==> src/rtl/strap_led_pkg.sv <==
package strap_led_pkg;
    localparam int LED_N    = 4;
    localparam int STRAP_W  = LED_N + 1;
    localparam int GPO_IDX  = LED_N;

    typedef struct packed {
        logic [STRAP_W-1:0] addr;
        logic [LED_N-1:0]   pol_lo;
        logic               mode;
        logic               done;
    } cap_state_t;

    typedef struct packed {
        logic en;
    } drv_state_t;
endpackage

==> src/rtl/strap_rst_sync.sv <==
module strap_rst_sync #(
    parameter int STAGES = 2
) (
    input  logic clk,
    input  logic rst_n,
    output logic rel_n_o,
    output logic cap_o
);
    localparam int LAST = STAGES - 1;

    logic [STAGES-1:0] sync_d, sync_q;

    always_comb begin
        sync_d = {sync_q[STAGES-2:0], 1'b1};
    end

    always_ff @(posedge clk or negedge rst_n) begin
        if (!rst_n) sync_q <= '0;
        else        sync_q <= sync_d;
    end

    assign rel_n_o = sync_q[LAST];
    // The edge that raises the last stage is the capture edge.
    assign cap_o   = sync_q[LAST-1] & ~sync_q[LAST];

    a_r1_release_sticky: assert property (@(posedge clk) disable iff (!rst_n)
        rel_n_o |=> rel_n_o);
    a_r1_cap_before_release: assert property (@(posedge clk) disable iff (!rst_n)
        cap_o |=> rel_n_o);
endmodule

==> src/rtl/strap_capture.sv <==
module strap_capture
    import strap_led_pkg::*;
(
    input  logic               clk,
    input  logic               rst_n,
    input  logic               cap_i,
    input  logic [STRAP_W-1:0] pin_i,
    input  logic               mode_i,
    output logic [STRAP_W-1:0] addr_o,
    output logic [LED_N-1:0]   pol_lo_o,
    output logic               mode_o,
    output logic               done_o
);
    cap_state_t st_d, st_q;

    always_comb begin
        st_d = st_q;
        if (cap_i && !st_q.done) begin
            st_d.addr   = pin_i;
            st_d.pol_lo = pin_i[LED_N-1:0];
            st_d.mode   = mode_i;
            st_d.done   = 1'b1;
        end
    end

    always_ff @(posedge clk or negedge rst_n) begin
        if (!rst_n) begin
            st_q.addr   <= '1;
            st_q.pol_lo <= '1;
            st_q.mode   <= 1'b1;
            st_q.done   <= 1'b0;
        end else begin
            st_q <= st_d;
        end
    end

    assign addr_o   = st_q.addr;
    assign pol_lo_o = st_q.pol_lo;
    assign mode_o   = st_q.mode;
    assign done_o   = st_q.done;

    a_r4_hold_after_capture: assert property (@(posedge clk) disable iff (!rst_n)
        st_q.done |=> ($stable(addr_o) && $stable(pol_lo_o) && $stable(mode_o)));
    a_r1_single_capture: assert property (@(posedge clk) disable iff (!rst_n)
        st_q.done |-> !cap_i);
    a_r3_defaults_before_capture: assert property (@(posedge clk) disable iff (!rst_n)
        !st_q.done |-> (addr_o == '1 && pol_lo_o == '1 && mode_o));
endmodule

==> src/rtl/strap_led_drive.sv <==
module strap_led_drive
    import strap_led_pkg::*;
(
    input  logic               clk,
    input  logic               rst_n,
    input  logic               done_i,
    input  logic [LED_N-1:0]   pol_lo_i,
    input  logic [LED_N-1:0]   led_req_i,
    input  logic               gpo_req_i,
    output logic [STRAP_W-1:0] pin_o,
    output logic [STRAP_W-1:0] oe_o
);
    drv_state_t st_d, st_q;

    always_comb begin
        st_d    = st_q;
        st_d.en = st_q.en | done_i;
    end

    always_ff @(posedge clk or negedge rst_n) begin
        if (!rst_n) st_q <= '0;
        else        st_q <= st_d;
    end

    for (genvar i = 0; i < LED_N; i++) begin : g_led
        assign pin_o[i] = st_q.en & (led_req_i[i] ^ pol_lo_i[i]);
    end
    assign pin_o[GPO_IDX] = st_q.en & gpo_req_i;
    assign oe_o           = {STRAP_W{st_q.en}};

    a_r8_enable_after_done: assert property (@(posedge clk) disable iff (!rst_n)
        $rose(st_q.en) |-> $past(done_i));
endmodule

==> src/rtl/strap_led_ctrl.sv <==
module strap_led_ctrl
    import strap_led_pkg::*;
#(
    parameter int SYNC_STAGES = 2
) (
    input  logic               clk,
    input  logic               rst_n,
    input  logic [STRAP_W-1:0] pin_in,
    input  logic               mode_pin_in,
    input  logic [LED_N-1:0]   led_req,
    input  logic               gpo_req,
    output logic [STRAP_W-1:0] pin_out,
    output logic [STRAP_W-1:0] pin_oe,
    output logic [STRAP_W-1:0] phy_addr,
    output logic               mode_strap,
    output logic [LED_N-1:0]   led_pol_lo
);
    logic rel_n, cap, done;

    strap_rst_sync #(.STAGES(SYNC_STAGES)) u_sync (
        .clk     (clk),
        .rst_n   (rst_n),
        .rel_n_o (rel_n),
        .cap_o   (cap)
    );

    strap_capture u_cap (
        .clk      (clk),
        .rst_n    (rst_n),
        .cap_i    (cap),
        .pin_i    (pin_in),
        .mode_i   (mode_pin_in),
        .addr_o   (phy_addr),
        .pol_lo_o (led_pol_lo),
        .mode_o   (mode_strap),
        .done_o   (done)
    );

    strap_led_drive u_drv (
        .clk       (clk),
        .rst_n     (rst_n),
        .done_i    (done),
        .pol_lo_i  (led_pol_lo),
        .led_req_i (led_req),
        .gpo_req_i (gpo_req),
        .pin_o     (pin_out),
        .oe_o      (pin_oe)
    );

    a_r8_no_drive_before_release: assert property (@(posedge clk) disable iff (!rst_n)
        !rel_n |-> (pin_oe == '0 && pin_out == '0));
    a_r7_gpo_passthrough: assert property (@(posedge clk) disable iff (!rst_n)
        pin_oe[GPO_IDX] |-> (pin_out[GPO_IDX] == gpo_req));
    a_r2_pol_tracks_addr: assert property (@(posedge clk) disable iff (!rst_n)
        done |-> (led_pol_lo == phy_addr[LED_N-1:0]));
endmodule

==> config.mk <==
export PLATFORM = sky130hd
export DESIGN_NAME = strap_led_ctrl
export DESIGN_NICKNAME = d
export VERILOG_FILES = /design/src/rtl/strap_led_pkg.sv /design/src/rtl/strap_rst_sync.sv /design/src/rtl/strap_capture.sv /design/src/rtl/strap_led_drive.sv /design/src/rtl/strap_led_ctrl.sv
export SDC_FILE = /design/constraint.sdc
export NUM_CORES = 1
export LEC_CHECK = 0
export ABC_AREA = 1
export ABC_CLOCK_PERIOD_IN_PS = 1420
export BUFFER_PORTS_ARGS = -buffer_cell sky130_fd_sc_hd__buf_2
export CORE_AREA = 2 2 39 41
export CTS_CLUSTER_DIAMETER = 120
export DETAILED_ROUTE_END_ITERATION = 7
export DIE_AREA = 0 0 41 43
export GPL_TIMING_DRIVEN = 0
export PLACE_DENSITY = 0.83
export SLEW_MARGIN = 20
export SYNTH_ARGS = -nofsm -noshare
export SYNTH_HDL_FRONTEND = slang
export SYNTH_SLANG_ARGS = --single-unit
==> constraint.sdc <==
create_clock -name clk -period 1.42 [get_ports clk]
set_input_delay 0.071 -clock clk [delete_from_list [all_inputs] [get_ports clk]]
set_output_delay 0.071 -clock clk [all_outputs]
set_load 0.01 [all_outputs]
==> results.txt <==
* Number of post-CTS setup repair buffers: 0
- When the netlist entered floorplanning its net count stood at 74.
- A synthesized cell averages 8.430 um^2.
- The floorplan has 14 rows.
- The final max-slew violation count came to 0.
* Nature of the critical path endpoint: output port
- Final Wtd Congestion: 0.6872
* Clk sink count: 10
* Crit Path Max Fanout: 11
- Unrepaired setup endpoints after global routing: false
- In this run the worst hold path is classified as input port to flip-flop.
- The core region is 1384 um^2.
* Fmax achieved: 849.2 MHz
- Starting density of the core: ~37%
- Clock slew seen by the registers of the worst setup and hold paths: 0.07 ns
- Detailed placement finished with a half-perimeter wire length of between 700 and 800 um.
* Clock Tree Buf Depth: 2
- Launch point of the critical path: u_drv.st_q$_DFF_PN0_
* Number of unique standard cell types used by synthesis: 11
* Power density cells: 1440 nW/um^2
- The detailed router finished its first iteration with 6 violations.
- Worst vdd ir: 0.7726 mV
- Final period util: 82.93%
* Post-route minimum period: 1.178 ns
- Count of boundary I/O pins: 33
* Overall track demand over capacity in global routing: 12.54%
- For the worst-skew pair, the clock arrives at the later sink with an insertion delay of 0.26 ns.
- Count of endpoints failing hold in the final timing report: 0
* Final-layout setup total negative slack: 0 ns
- The worst setup path is launched from a flip-flop.
- In this run, CTS created clock tree buffers numbering 3.
* Max-cap violation count: 0
- The worst setup path is of the flip-flop to output port kind.
* Number of nets with antenna violations after detailed routing: 0
- Dividing the detail-routed via count by the number of cells gives around 4.
- TritonCTS built the clock tree.
- For this run, the share of the core covered by cells in the final layout is 53.53%.
* Resized Gates After CTS: 0
- Hold bufs inserted after CTS: 1
- Run status: completed
- The final route contains 470 vias.
* Final global-route overflow total: 0
* Global-route wire length before repair: 1476 um
- Final setup violation count: 0
* Count of yosys warnings during synthesis: 0
* Mapped Cells: 61
* CP arrival: about 1.1 ns
- The floorplan step set the die width to 41 um.
- Reg-to-reg critical path startpoint: u_drv.st_q$_DFF_PN0_
- For this design the static power due to leakage is approximately 0.42 nW.
- Post-detailed-route wirelength per cell: around 8.9 um
* Antenna violations before repair: 0
- CTS built an H-tree with a depth of 1.
- Hold_sp: pin_in[3]
* Filler Cell Count: 150
- Relative to the synthesized area, the layout overhead comes to 44.04%.
* Total standard cell area after synthesis: about 510 um^2
- For the worst setup path, the data required time is 1.35 ns.
- Buffers added on ports: 32
* Die Outline Area: roughly 1800 um^2
- Fraction of final layout cells sized beyond drive strength 1: a little under three fifths
- Vertical die dimension: roughly 43 um
- Clock tree skew after final layout: between 0.005 and 0.006 ns
- Sequential-to-total area share from yosys stat: 50.12%
* Total Routed Length: 1015 um
- Entering global routing, the biggest net connects 12 pins.
- The via count of the first global-routing pass was 344.
- The root buffer cell chosen for the clock tree is clkbuf_4.
- FF+latch count, synth: 10
- The first TritonRoute pass finished after 3 iterations.
- For this run, the post-layout net count is 112.
- After detailed routing, the number of remaining DRC violations is 0.
- 0 antenna diodes ended up in the layout.
-- where the power goes --
part	switching, mW	internal, mW	total (mW)
Clock	0.0956	0.156	0.251
Sequential	0.0607	0.387	0.448
Combinational	0.185	0.182	0.367
-- area by class of cell --
class,instances,area (um^2),share of cell area (%)
sequential,10,257.7,34.80
tap,16,20.02,2.703
buffer,9,67.56,9.122
multi-input combinational,39,177.7,23.99
inverter,3,11.26,1.520
timing repair buffer,33,170.2,22.97
clock buffer,4,36.28,4.899
-- worst max-delay path: stages (launching register included) --
cell and delay [ns]:
dfrtp_1 0.53, nand2_1 0.10, nor2_1 0.09, buf_2 0.13
-- placed cells by master (no fill, tap or decap) --
master / count
nand3_4: 1
nor2_1: 8
conb_1: 1
nand2_1: 22
dlygate4sd3_1: 1
nand4_1: 6
inv_2: 1
or2_2: 1
dfrtp_1: 4
buf_4: 9
buf_2: 32
clkbuf_4: 3
dfstp_2: 6
inv_1: 2
clkbuf_8: 1
-- path summary, 6_finish.rpt --
| check | endpoint | slack [ns] | cells after the start |
|---|---|---|---|
| worst max-delay path | pin_out[1] | 0.24 | 3 |
| worst min-delay path | u_cap.addr_o[3]$_DFFE_PN1P_ | 0.04 | 3 |
| worst max register to register | u_drv.st_q$_DFF_PN0_ | 0.49 | 1 |
| worst min register to register | u_cap.addr_o[4]$_DFFE_PN1P_ | 0.47 | 2 |
| max in group asynchronous | u_cap.pol_lo_o[1]$_DFFE_PN1P_ | 0.99 | 2 |
| min in group asynchronous | u_drv.st_q$_DFF_PN0_ | 0.18 | 2 |
-- cells in the mapped netlist --
cell,count,area (um^2)
buf_4,9,67.56
conb_1,1,3.750
dfrtp_1,4,100.1
dfstp_2,6,157.7
inv_1,2,7.510
inv_2,1,3.750
nand2_1,22,82.58
nand3_4,1,17.52
nand4_1,6,37.54
nor2_1,8,30.03
or2_2,1,6.260
-- kinds of logic (layout without fill, tap and decap cells) --
logic type             Yosys count  in the layout  synth area share, %
buffers and inverters           12             49                15.33
and+or+nand+nor                 38             38                33.82
other                            1              1               0.7292
DFF                             10             10                50.12
-- layer usage --
layer | track usage (%) | vias to the layer above | wire, um
li1 | - | 256 | -
met1 | 16.22 | 190 | 453
met2 | 17.81 | 24 | 460
met3 | 3.141 | 0 | 101
met4 | 8.000 | 0 | 0
met5 | 0 | - | 0
-- through the flow --
| stage | total power, mW | setup WS [ns] | std cells | area, um^2 | hold slack (ns) |
|---|---|---|---|---|---|
| after detailed placement | 0.8225 | 0.4825 | 109 | 694.4 | -0.06192 |
| after floorplan | 0.6602 | 0.5484 | 61 | 514.2 | -0.2246 |
| after global routing | 1.140 | 0.1328 | 114 | 740.7 | 0.04145 |
| final | 1.067 | 0.2424 | 114 | 740.7 | 0.03701 |
| after global placement | 0.8091 | 0.4934 | 109 | 694.4 | -0.06810 |
| after CTS | 1.083 | 0.2079 | 114 | 740.7 | 0.02579 |
-- sequential cells by signal (all words and copies together), names as in the netlist --
signal,count
u_cap.pol_lo_o,3
u_cap.mode_o,1
u_drv.st_q,1
u_cap.addr_o,2
u_sync.sync_q,2
u_cap.done_o,1
No activity file was read; power rests on OpenSTA's default activity.
